File: src/rtl/wut_pkg.sv
package wut_pkg;
    typedef enum logic [1:0] {
        ST_OFF    = 2'd0,
        ST_SLEEP  = 2'd1,
        ST_LISTEN = 2'd2,
        ST_HOLD   = 2'd3
    } ldc_state_e;
endpackage

File: src/rtl/wut_timer.sv
module wut_timer #(
    parameter int MANT_W  = 16,
    parameter int EXP_W   = 5,
    parameter int EXP_MAX = 20
) (
    input  logic              clk,
    input  logic              rst_n,
    input  logic              run_i,
    input  logic              tick_i,
    input  logic [MANT_W-1:0] mant_i,
    input  logic [EXP_W-1:0]  exp_i,
    output logic              expiry_o,
    output logic [MANT_W-1:0] mant_cnt_o
);
    localparam int PRE_W = EXP_MAX + 3;
    localparam logic [PRE_W-1:0] ONE = PRE_W'(1);

    logic [PRE_W-1:0]  pre_q;
    logic [PRE_W-1:0]  pre_lim;
    logic [MANT_W-1:0] mcnt_q;
    logic [MANT_W-1:0] m_last;
    logic              step;

    // prescale of four times two to the power of the exponent
    assign pre_lim  = (ONE << (int'(exp_i) + 2)) - ONE;
    assign m_last   = (mant_i == '0) ? '0 : mant_i - MANT_W'(1);
    assign step     = run_i && tick_i && (pre_q == pre_lim);
    assign expiry_o = step && (mcnt_q == m_last);

    always_ff @(posedge clk or negedge rst_n) begin
        if (!rst_n) begin
            pre_q  <= '0;
            mcnt_q <= '0;
        end else if (!run_i) begin
            pre_q  <= '0;
            mcnt_q <= '0;
        end else if (tick_i) begin
            if (step) begin
                pre_q  <= '0;
                mcnt_q <= expiry_o ? '0 : mcnt_q + MANT_W'(1);
            end else begin
                pre_q  <= pre_q + ONE;
            end
        end
    end

    assign mant_cnt_o = mcnt_q;
endmodule

File: src/rtl/wut_flag.sv
module wut_flag (
    input  logic clk,
    input  logic rst_n,
    input  logic set_i,
    input  logic clr_i,
    output logic flag_o
);
    always_ff @(posedge clk or negedge rst_n) begin
        if (!rst_n)     flag_o <= 1'b0;
        else if (set_i) flag_o <= 1'b1;
        else if (clr_i) flag_o <= 1'b0;
    end
endmodule

File: src/rtl/ldc_fsm.sv
module ldc_fsm
    import wut_pkg::*;
#(
    parameter int WIN_W = 8
) (
    input  logic             clk,
    input  logic             rst_n,
    input  logic             en_i,
    input  logic             arm_i,
    input  logic             tick_i,
    input  logic             wake_i,
    input  logic             ldc_i,
    input  logic [WIN_W-1:0] win_i,
    input  logic             pre_i,
    input  logic             sync_i,
    input  logic             done_i,
    output logic             rx_on_o,
    output ldc_state_e       state_o
);
    ldc_state_e       state_q, state_n;
    logic [WIN_W-1:0] wcnt_q, wcnt_n;
    logic [WIN_W-1:0] win_last;

    assign win_last = (win_i == '0) ? '0 : win_i - WIN_W'(1);

    always_comb begin
        state_n = state_q;
        wcnt_n  = wcnt_q;
        unique case (state_q)
            ST_OFF: begin
                if (arm_i) state_n = ST_SLEEP;                 // ARM
            end
            ST_SLEEP: begin
                if (wake_i && ldc_i) begin                     // WAKE
                    state_n = ST_LISTEN;
                    wcnt_n  = '0;
                end
            end
            ST_LISTEN: begin
                if (sync_i) begin
                    state_n = ST_HOLD;                         // CATCH
                end else if (pre_i) begin
                    wcnt_n  = '0;                              // EXTEND
                end else if (tick_i) begin
                    if (wcnt_q == win_last) state_n = ST_SLEEP; // DOZE
                    else                    wcnt_n  = wcnt_q + WIN_W'(1);
                end
            end
            ST_HOLD: begin
                if (done_i) state_n = ST_SLEEP;                // DOZE
            end
            default: state_n = ST_OFF;
        endcase
        if (!en_i) begin                                       // KILL
            state_n = ST_OFF;
            wcnt_n  = '0;
        end
    end

    always_ff @(posedge clk or negedge rst_n) begin
        if (!rst_n) begin
            state_q <= ST_OFF;
            wcnt_q  <= '0;
        end else begin
            state_q <= state_n;
            wcnt_q  <= wcnt_n;
        end
    end

    always_comb begin
        unique case (state_q)
            ST_LISTEN, ST_HOLD: rx_on_o = 1'b1;
            default:            rx_on_o = 1'b0;
        endcase
    end

    assign state_o = state_q;
endmodule

File: src/rtl/wut_ldc.sv
module wut_ldc
    import wut_pkg::*;
#(
    parameter int MANT_W  = 16,
    parameter int EXP_W   = 5,
    parameter int EXP_MAX = 20,
    parameter int WIN_W   = 8
) (
    input  logic              clk,
    input  logic              rst_n,
    input  logic              tick_i,
    input  logic              wut_en_i,
    input  logic [MANT_W-1:0] mant_i,
    input  logic [EXP_W-1:0]  exp_i,
    input  logic              irq_en_i,
    input  logic              ldc_en_i,
    input  logic [WIN_W-1:0]  win_len_i,
    input  logic              flag_clr_i,
    input  logic              preamble_ok_i,
    input  logic              sync_det_i,
    input  logic              pkt_done_i,
    output logic              wake_flag_o,
    output logic              rx_on_o,
    output logic [MANT_W-1:0] mant_cnt_o
);
    localparam logic [EXP_W-1:0] EXP_CAP = EXP_W'(EXP_MAX);

    logic              en_d;
    logic              arm;
    logic              run;
    logic [MANT_W-1:0] m_q;
    logic [EXP_W-1:0]  r_q;
    logic              ldc_q;
    logic [WIN_W-1:0]  win_q;
    logic              expiry;
    ldc_state_e        fsm_st;

    assign arm = wut_en_i && !en_d;
    assign run = wut_en_i && en_d;

    // settings are captured only on the enable edge
    always_ff @(posedge clk or negedge rst_n) begin
        if (!rst_n) begin
            en_d  <= 1'b0;
            m_q   <= '0;
            r_q   <= '0;
            ldc_q <= 1'b0;
            win_q <= '0;
        end else begin
            en_d <= wut_en_i;
            if (arm) begin
                m_q   <= mant_i;
                r_q   <= (exp_i > EXP_CAP) ? EXP_CAP : exp_i;
                ldc_q <= ldc_en_i;
                win_q <= win_len_i;
            end
        end
    end

    wut_timer #(.MANT_W(MANT_W), .EXP_W(EXP_W), .EXP_MAX(EXP_MAX)) u_timer (
        .clk        (clk),
        .rst_n      (rst_n),
        .run_i      (run),
        .tick_i     (tick_i),
        .mant_i     (m_q),
        .exp_i      (r_q),
        .expiry_o   (expiry),
        .mant_cnt_o (mant_cnt_o)
    );

    wut_flag u_flag (
        .clk    (clk),
        .rst_n  (rst_n),
        .set_i  (expiry && irq_en_i),
        .clr_i  (flag_clr_i),
        .flag_o (wake_flag_o)
    );

    ldc_fsm #(.WIN_W(WIN_W)) u_fsm (
        .clk     (clk),
        .rst_n   (rst_n),
        .en_i    (wut_en_i),
        .arm_i   (arm),
        .tick_i  (tick_i),
        .wake_i  (expiry),
        .ldc_i   (ldc_q),
        .win_i   (win_q),
        .pre_i   (preamble_ok_i),
        .sync_i  (sync_det_i),
        .done_i  (pkt_done_i),
        .rx_on_o (rx_on_o),
        .state_o (fsm_st)
    );
endmodule

File: config.mk
export PLATFORM = sky130hd
export DESIGN_NAME = wut_ldc
export DESIGN_NICKNAME = d
export VERILOG_FILES = /design/src/rtl/wut_pkg.sv /design/src/rtl/wut_timer.sv /design/src/rtl/wut_flag.sv /design/src/rtl/ldc_fsm.sv /design/src/rtl/wut_ldc.sv
export SDC_FILE = /design/constraint.sdc
export NUM_CORES = 1
export LEC_CHECK = 0
export ABC_AREA = 1
export BUFFER_PORTS_ARGS = -buffer_cell sky130_fd_sc_hd__buf_4
export CAP_MARGIN = 20
export CORE_ASPECT_RATIO = 1.1
export CORE_MARGIN = 2
export CORE_UTILIZATION = 55
export DETAILED_ROUTE_END_ITERATION = 16
export GPL_TIMING_DRIVEN = 0
export PLACE_DENSITY_LB_ADDON = 0.05
export SKIP_CTS_REPAIR_TIMING = 1
export SLEW_MARGIN = 30
export SYNTH_ARGS = -nofsm -noshare
export SYNTH_HDL_FRONTEND = slang
export SYNTH_SLANG_ARGS = --single-unit
export TNS_END_PERCENT = 100
File: constraint.sdc
create_clock -name clk -period 2.7 [get_ports clk]
set_input_delay 0.54 -clock clk [delete_from_list [all_inputs] [get_ports clk]]
set_output_delay 0.54 -clock clk [all_outputs]
set_load 0.005 [all_outputs]
==> results_dict.tcl <==
set metrics [dict create \
    cts_tree "built" \
    fillers 1095 \
    finClkSkew_ns 0.0113 \
    fin_crit_ns 3.20 \
    end_kind "flip-flop" \
    drive_above_1_share_pct 15.9 \
    yosysTopAreaCellShare_pct 31.3 \
    diodes 0 \
    grt_max_degree 82 \
    ys_seq_area_share_pct 31.3 \
    wl_microns 17700 \
    path_max_fanout 10 \
    cts_buffers 9 \
    rows 41 \
    worstSkewPairLatency_ns 0.34 \
    synth-edff-count 0 \
    hold_viol_final 0 \
    synth_seq_cells 81 \
    fin_ws_ns -0.501 \
    final-setup-viol-count 50 \
    place_inst 1204 \
    antenna_found_initial 0 \
    path_common_cell "nand2_1" \
    multi_input_area_sq_um 3990 \
    die_y_microns 118 \
    critical-path-max-stage-delay_ns 0.45 \
    synth_area_leaders "dfrtp_1 31%, nand2_1 16%, nand3_1 9.2%" \
    maxSlewViolCount 0 \
    vias 6660 \
    cts_buffer_depth 2 \
    seqCellArea_sq_um 2030 \
    wl_per_cell_microns 14.2 \
    grt_pass1_vias 6042 \
    max_slew.worst_pin.slew_ns 0.741 \
    ant_nets 0 \
    cp_cell_sequence "ha_4 > inv_6 > nand3_4 > nor2_4 > nand2_4 > ha_4 > xor2_1 > nand4_1 > nor2_1 > nand2_1 > nor2_1 > nand3_1 > nor2_1 > nand2_1 > nor2_2 > nand3b_1 > nand2_4 > inv_4 > buf_6 > nand2_1 > nand2_1" \
    status "finished with violations" \
    hpwl_microns 13400 \
    die_w_microns 108 \
    boundaryPins 57 \
    finalSetupTns_ns -22.43 \
    synth_top_flop_cell "dfrtp_1" \
    cp_slowest_cell "dfrtp_2" \
    cts_root_buf "clkbuf_16" \
    power.density_nw_per_um2 523 \
    yosys-top-cells-count "284 x nand2_1, 124 x nor2_1, 123 x inv_1, 119 x nand3_1, 81 x dfrtp_1" \
    async_flop_share_pct 100 \
    crit_type "reg2reg" \
    start_util_pct 56.4 \
    rsz0062_at_grt "yes" \
    synth_area_per_cell_sq_um 6.49 \
    place_congestion 0.990 \
    worstHoldPathType "in2async" \
    path_depth 21 \
    yosysTopAreaCell "dfrtp_1" \
    cp.required_ns 2.93 \
    yosysMostFrequentCell "nand2_1" \
    cp.buffers_inverters 3 \
    clkSinkCount 81 \
    area.growth.synth_to_final_pct 20.0 \
    htree_levels 3 \
    yosysWarnings 0 \
    drt_iter0_drc 491 \
    post-route-period-util_pct 119 \
    r2r_cells 21 \
    track_usage_pct 28.0 \
    violations "setup timing" \
    fmax_mhz 312 \
    ir_drop_v 0.000351 \
    grt_first_pass_wirelength_microns 28500 \
    finish.net_count 1138 \
    dieArea_sq_um 12700 \
    syn_nets 1049 \
    reg2reg_setup_slack_ns -0.50 \
    synth_area_sq_um 6480 \
    yosys.cell_types.count 44 \
    p_leak_uw 0.00388 \
    remaining_drc_errors 0 \
    relSlewSlack_pct 50.6 \
    stdcell_count 1242 \
    grt_remaining_overflow 0 \
    netlist_instances 998 \
    dr.pass1.iters 5 \
    core_sq_um 11500 \
    max_cap_viol_count 0 \
    via_per_inst 5.36 \
    place_ws_ns -0.662 \
    clk_pin_slew_worst_paths_ns 0.07 \
    io_buffers 56 \
    crit_arrival_ns 3.43 \
    worstSetupStartpointType "flip-flop" \
    fin_util_pct 67.7 \
    path_delay_family "simple AND/OR/NAND/NOR gates" \
]
-- flip-flops by register name (all words and copies together), names as in the netlist --
register / flops
en_d: 1
ldc_q: 1
m_q: 16
r_q: 5
u_flag.flag_o: 1
u_fsm.state_o: 2
u_fsm.wcnt_q: 8
u_timer.mant_cnt_o: 16
u_timer.pre_q: 23
win_q: 8
-- area by class of cell --
class / count / area share (%)
buffer: 21 / 2.11
inverter: 134 / 6.60
clock buffer: 9 / 2.90
sequential: 81 / 26.1
tap: 150 / 2.41
multi-input combinational: 762 / 51.3
clock inverter: 7 / 1.03
timing repair buffer: 78 / 7.58
-- stage by stage --
stage / total power [uW] / area (sq um) / hold WS [ns]
floorplan: 2330 / 6550 / 0.244
global placement: 2650 / 7160 / 0.465
detailed placement: 2660 / 7170 / 0.469
CTS: 3940 / 7470 / 0.268
global route: 4310 / 7780 / 0.297
finish: 4070 / 7780 / 0.223
-- worst paths after layout --
kind                               start                     to
max in group asynchronous          rst_n                 r_q[2]
worst min-delay path               rst_n                m_q[11]
worst max register to register    r_q[1]  u_timer.mant_cnt_o[8]
worst max-delay path              r_q[1]  u_timer.mant_cnt_o[8]
min in group clk                wut_en_i                   en_d
worst min register to register     ldc_q                  ldc_q
-- metal layers --
layer  vias to the layer above  routed length [microns]  GRT usage [%]  part of all wire (%)
met5                         -                        0              0                     0
met3                        48                      816           3.32                   4.6
met2                       208                     8600           47.5                    49
met4                         0                      627           13.0                   3.5
met1                      3047                     7630           35.3                    43
li1                       3357                        -              -                     -
-- report_power, final --
part	internal (uW)	total [uW]	leakage [uW]	switching, uW
registers	1290	1370	0.00107	80.8
logic	541	1440	0.00266	894
clock network	726	1260	0.000148	536
-- cells by family after synthesis --
group           count (synthesis)  share of synthesized area [%]
compound gates                 77                           6.85
xor+xnor                       59                           7.97
fa+ha+maj                      12                           2.32
buf+inv                       155                           9.67
flops                          81                           31.3
simple gates                  614                           41.9
-- placed cells by master, fill, tap and decap left out, types with 9 or more instances in the layout --
| master | synthesis | final |
|---|---|---|
| nand4_1 | 20 | 20 |
| nand2_2 | 8 | 10 |
| nand2_1 | 284 | 276 |
| nand3_1 | 119 | 114 |
| xnor2_1 | 10 | 10 |
| inv_1 | 123 | 122 |
| ha_1 | 12 | 10 |
| dfrtp_1 | 81 | 79 |
| buf_4 | 7 | 80 |
| clkbuf_16 | 0 | 9 |
| xor2_1 | 49 | 49 |
| nor3_1 | 24 | 24 |
| clkbuf_1 | 9 | 9 |
| a21oi_1 | 13 | 13 |
| o21ai_0 | 43 | 42 |
| nor2_1 | 124 | 122 |
-- worst reg2reg max path: cells and delay by family (launching register included) --
family,cells,cell delay (ns)
AND/OR/NAND/NOR,15,1.65
adder cells (fa/ha/maj),2,0.54
flip-flops,1,0.45
XOR/XNOR,1,0.16
buffers and inverters,3,0.29
Power figures use the tool's default switching activity.
